$ cat src/rtl/ow_diag_seq.sv
module ow_diag_seq #(
  parameter int DW       = 16,
  parameter int AW       = 4,
  parameter int THR_STEP = 256,
  parameter int THR_BASE = 128
) (
  input  logic          clk,
  input  logic          rst_n,
  input  logic          wr_en,
  input  logic [AW-1:0] wr_addr,
  input  logic [7:0]    wr_data,
  input  logic [15:0]   vs_chan_en,
  input  logic          main_cont,
  input  logic          aux_cont,
  input  logic          aux_locked,
  input  logic          main_valid,
  input  logic [3:0]    main_chan,
  input  logic [DW-1:0] main_data,
  input  logic          aux_valid,
  input  logic [3:0]    aux_chan,
  input  logic [DW-1:0] aux_data,
  output logic [1:0]    sink_ctrl,
  output logic [2:0]    cmp_sel,
  output logic [3:0]    thr_code,
  output logic          busy,
  output logic          vs_drdy,
  output logic          aux_drdy,
  output logic          start_err,
  output logic [15:0]   vs_fault,
  output logic [15:0]   aux_fault,
  output logic [DW-1:0] aux_diag
);
  localparam int NCH = 16;
  localparam logic [AW-1:0] A_CTRL = AW'(0), A_THR = AW'(1), A_STAT = AW'(2),
                            A_VSLO = AW'(3), A_VSHI = AW'(4),
                            A_AXLO = AW'(5), A_AXHI = AW'(6);
  localparam logic [2:0] SEL_VS = 3'b010, SEL_AUX = 3'b011;
  localparam int TW = DW + 8;

  logic           mode_aux;
  logic [NCH-1:0] seen, target, vs_q, hit;
  logic [TW-1:0]  thr;
  logic           wr_ctrl, go_vs, go_aux, start_ok, start_bad, vs_below, aux_below, vs_done;

  assign thr       = TW'(thr_code) * TW'(THR_STEP) + TW'(THR_BASE);
  assign vs_below  = TW'(main_data) < thr;
  assign aux_below = TW'(aux_data) < thr;

  assign wr_ctrl   = wr_en && wr_addr == A_CTRL;
  assign go_vs     = wr_ctrl && wr_data[3] && wr_data[2:0] == SEL_VS  && !busy;
  assign go_aux    = wr_ctrl && wr_data[3] && wr_data[2:0] == SEL_AUX && !busy;
  assign start_ok  = (go_vs && main_cont) || (go_aux && aux_cont);
  assign start_bad = (go_vs && !main_cont) || (go_aux && !aux_cont);

  assign hit      = (busy && !mode_aux && main_valid) ? (target & ~seen & (NCH'(1) << main_chan)) : '0;
  assign vs_done  = busy && !mode_aux && ((seen | hit) == target);
  assign vs_fault = vs_q & vs_chan_en;

  always_ff @(posedge clk) begin
    if (!rst_n) begin
      sink_ctrl <= '0;  cmp_sel  <= '0;  thr_code  <= '0;
      busy      <= 1'b0; mode_aux <= 1'b0;
      seen      <= '0;  target   <= '0;
      vs_drdy   <= 1'b0; aux_drdy <= 1'b0; start_err <= 1'b0;
      vs_q      <= '0;  aux_fault <= '0; aux_diag  <= '0;
    end else begin
      if (wr_ctrl) begin
        cmp_sel   <= wr_data[2:0];
        sink_ctrl <= wr_data[5:4];
      end
      if (wr_en && wr_addr == A_THR) thr_code <= wr_data[3:0];
      if (wr_en && wr_addr == A_STAT) begin
        if (wr_data[0]) vs_drdy   <= 1'b0;
        if (wr_data[1]) aux_drdy  <= 1'b0;
        if (wr_data[2]) start_err <= 1'b0;
      end
      if (wr_en && wr_addr == A_VSLO) vs_q[7:0]       <= vs_q[7:0]       & ~wr_data;
      if (wr_en && wr_addr == A_VSHI) vs_q[15:8]      <= vs_q[15:8]      & ~wr_data;
      if (wr_en && wr_addr == A_AXLO) aux_fault[7:0]  <= aux_fault[7:0]  & ~wr_data;
      if (wr_en && wr_addr == A_AXHI) aux_fault[15:8] <= aux_fault[15:8] & ~wr_data;

      if (start_bad) start_err <= 1'b1;
      if (start_ok) begin
        busy     <= 1'b1;
        mode_aux <= go_aux;
        seen     <= '0;
        target   <= go_aux ? '0 : vs_chan_en;
        if (go_aux) aux_drdy <= 1'b0;
        else        vs_drdy  <= 1'b0;
      end

      for (int i = 0; i < NCH; i++)
        if (hit[i]) vs_q[i] <= vs_below;
      if (busy && !mode_aux) seen <= seen | hit;
      if (vs_done) begin
        busy    <= 1'b0;
        vs_drdy <= 1'b1;
      end

      if (busy && mode_aux && aux_valid) begin
        aux_fault[aux_chan] <= aux_below;
        if (aux_locked) aux_diag <= aux_data;
        busy     <= 1'b0;
        aux_drdy <= 1'b1;
      end
    end
  end
endmodule


$ cat config.mk
export PLATFORM = sky130hd
export DESIGN_NAME = ow_diag_seq
export DESIGN_NICKNAME = d
export VERILOG_FILES = /design/src/rtl/ow_diag_seq.sv
export SDC_FILE = /design/constraint.sdc
export NUM_CORES = 1
export LEC_CHECK = 0
export ABC_AREA = 1
export BUFFER_PORTS_ARGS = -buffer_cell sky130_fd_sc_hd__buf_2
export CAP_MARGIN = 20
export CELL_PAD_IN_SITES_DETAIL_PLACEMENT = 0
export CELL_PAD_IN_SITES_GLOBAL_PLACEMENT = 1
export CORE_MARGIN = 2
export CORE_UTILIZATION = 35
export DETAILED_ROUTE_END_ITERATION = 10
export PLACE_DENSITY_LB_ADDON = 0.25
export SYNTH_ARGS = -nofsm -noshare
export SYNTH_HDL_FRONTEND = slang
export SYNTH_SLANG_ARGS = --single-unit
$ cat constraint.sdc
create_clock -name clk -period 3.3 [get_ports clk]
set_input_delay 0 -clock clk [delete_from_list [all_inputs] [get_ports clk]]
set_output_delay 0 -clock clk [all_outputs]
set_load 0.005 [all_outputs]
==> flow_summary.json <==
{
  "ant_nets": 0,
  "final_util_pct": 47.4,
  "vias": 4908,
  "postSynthAreaPerCell_um2": 6.68,
  "yosys-top-cells-area": "dfxtp_1 41%, nand2_1 12%, a21oi_1 8.5%, o21ai_0 8.1%, inv_1 7.3%",
  "slew_violations": 0,
  "dr.first_iter.drc_count": 311,
  "min_delay_path_depth": 3,
  "reg2reg_depth": 9,
  "multi_input_area_um2": 2240,
  "worst_hold_slack_ps": 7.81,
  "nFillCells": 1338,
  "wire_per_inst_um": 14.5,
  "rsz0062_at_grt": "no",
  "yosys_warnings": 0,
  "antenna_found_initial": 1,
  "die_x_um": 118,
  "cp_data_arrival_time_ps": 2520,
  "ir_worst_vdd_mv": 0.302,
  "wirelength_um": 14700,
  "grt-ovfl-total": 0,
  "hold_buffers": 34,
  "hold_path.class": "input pin to register",
  "cp_num_buf_inv": 1,
  "grt_pass1_wl_um": 23500,
  "crit_slowest_cell": "a21oi_2",
  "port_buffers": 129,
  "critPathMaxFanout": 16,
  "cp-start-kind": "register",
  "coreArea_um2": 12700,
  "synth_edf_count": 0,
  "vias_per_cell": 4.82,
  "grt_use_total_pct": 21.3,
  "syn_nets": 765,
  "die_y_um": 118,
  "clock_tree.buffer_depth": 2,
  "clock_skew_ps": 8.02,
  "status": "completed",
  "mappedNetlistArea_um2": 4550,
  "clock_latency_ps": 350,
  "tightest_slew_ps": 1040,
  "hold_start": "wr_data[5]",
  "start_util_pct": 35.9,
  "synth_commonest_cells": "143 x nand2_1, 94 x dfxtp_1, 88 x inv_1, 86 x nor2_1, 77 x a21oi_1",
  "final_nets": 924,
  "drc": 0,
  "cts-resized-gates": 0,
  "clock-sinks": 94,
  "setup_viol": 0,
  "crit_type": "register to register",
  "timing.final.crit_share_pct": 68.0,
  "cts.htree.levels": 3,
  "required_ps": 3570,
  "first_pass_iters": 7,
  "gp_congestion": 0.853,
  "post_cts_buffers": 0,
  "async_flop_share_pct": 0,
  "crit_cells": 9,
  "grt_pass1_vias": 4631,
  "p_leak_nw": 2.74,
  "clk_pin_slew_ps": 70,
  "hpwlAfterDp_um": 10400,
  "fmax_ghz": 0.446,
  "synth_seq_area_share_pct": 41.4,
  "synth_top_area_share_pct": 41.4,
  "end_kind": "register",
  "cts_made_buffers": 9,
  "yosys_most_used_dff": "dfxtp_1",
  "synth.most_common_cell": "nand2_1",
  "max_stage_delay_ps": 730,
  "crit_path_cell_trace": "inv_1 -> ha_1 -> a21oi_1 -> nor2_1 -> o21ai_1 -> nand2_1 -> a21oi_2 -> o21ai_0 -> a21oi_1",
  "ff2ff_setup_slack_ps": 1060,
  "rows": 41,
  "finalHoldViolCount": 0,
  "tns_ps": 0,
  "holdPathEnd": "sink_ctrl[1]$_SDFFE_PN0N_",
  "seqCellArea_um2": 1880,
  "ys_types": 27,
  "max-slew-margin-rel_pct": 30.3,
  "cap_viol_max_count": 0,
  "ys_ff_latch": 94,
  "yosysTopAreaCell": "dfxtp_1",
  "power_per_cell_area_nw_per_um2": 394,
  "root_buffer": "clkbuf_16",
  "timing.rr.start": "thr_code[0]$_SDFFE_PN0P_",
  "ios": 137,
  "synthToLayoutAreaGrowth_pct": 31.9,
  "rr_endpoint": "vs_q[15]$_SDFFE_PN0P_",
  "critical_path.top_delay_family": "compound AO/OA/AOI/OAI gates",
  "dieArea_um2": 13900,
  "period_needed_ps": 2240,
  "grt_max_degree": 60,
  "cpMostUsedCell": "a21oi_1",
  "drive_gt1_share_pct": 18.6,
  "syn_inst": 681,
  "cts_tree": "built"
}
-- cells in the final DEF, fill, tap and decap left out, types with 2 or more instances in the layout --
cell,instances
dlygate4sd3_1,34
o211ai_1,5
inv_1,88
nor3_1,16
nand3_1,28
or2_2,2
dfxtp_1,94
a21boi_0,16
nor2_1,86
clkbuf_16,9
buf_4,4
nand4_1,5
o21ai_0,74
nand2_1,143
ha_1,8
inv_2,3
o21ai_1,8
buf_2,129
a21oi_1,77
clkinvlp_4,2
-- worst reg2reg max path, delay by kind of cell (launching register included) --
| family | cells | cell delay (ps) |
|---|---|---|
| AND/OR/NAND/NOR | 2 | 140 |
| flip-flops | 1 | 350 |
| buffers and inverters | 1 | 70 |
| AO/OA/AOI/OAI | 5 | 1320 |
| adder cells (fa/ha/maj) | 1 | 270 |
-- registers in the layout, summed over array words and instances (netlist names), 2 cells and up --
| name | count |
|---|---|
| thr_code | 4 |
| seen | 16 |
| target | 16 |
| sink_ctrl | 2 |
| aux_fault | 16 |
| vs_q | 16 |
| cmp_sel | 3 |
| aux_diag | 16 |
-- worst max-delay path by stage --
stage,startpoint,end,slack (ps)
floorplan,thr_code[0]$_SDFFE_PN0P_,vs_q[3]$_SDFFE_PN0P_,1580
global placement,thr_code[0]$_SDFFE_PN0P_,vs_q[7]$_SDFFE_PN0P_,1190
detailed placement,thr_code[0]$_SDFFE_PN0P_,vs_q[15]$_SDFFE_PN0P_,1100
CTS,thr_code[0]$_SDFFE_PN0P_,vs_q[15]$_SDFFE_PN0P_,1070
global route,thr_code[0]$_SDFFE_PN0P_,vs_q[8]$_SDFFE_PN0P_,820
finish,thr_code[0]$_SDFFE_PN0P_,vs_q[15]$_SDFFE_PN0P_,1060
-- where the power goes --
part / switching (mW) / internal [mW]
sequential: 0.00171 / 1.14
combinational: 0.0959 / 0.0773
clock: 0.446 / 0.608
-- cell type report --
cell class | count | area share (%)
Antenna cell | 1 | 0.0417
Clock buffer | 11 | 4.04
Clock inverter | 5 | 0.979
Inverter | 92 | 5.75
Multi-Input combinational cell | 476 | 37.3
Sequential cell | 94 | 31.3
Tap cell | 172 | 3.58
Timing Repair Buffer | 167 | 16.9
-- per-layer routing --
metal	track usage, %	up-vias	share of wire (%)
met4	5.35	0	1.1
met2	35.1	136	47
met1	27.5	2238	46
met5	0	-	0
li1	-	2524	-
met3	6.06	10	5.7
-- cell families after synthesis --
family,Yosys count,share of synthesized area [%]
adders and majority gates,8,2.20
and+or+nand+nor,285,25.6
AOI/OAI and AO/OA,183,21.4
DFF,94,41.4
buffers and inverters,111,9.38
-- metrics by stage --
stage | cells | setup WS [ps] | instance area, µm² | power (mW)
after detailed placement | 967 | 1100 | 5360 | 1.31
final | 1018 | 1060 | 6000 | 2.37
after CTS | 1017 | 1070 | 6000 | 2.40
after global routing | 1018 | 819 | 6000 | 2.47
after global placement | 967 | 1190 | 5360 | 1.30
after floorplan | 681 | 1580 | 4550 | 1.22
(Power assumes the default switching activity.)
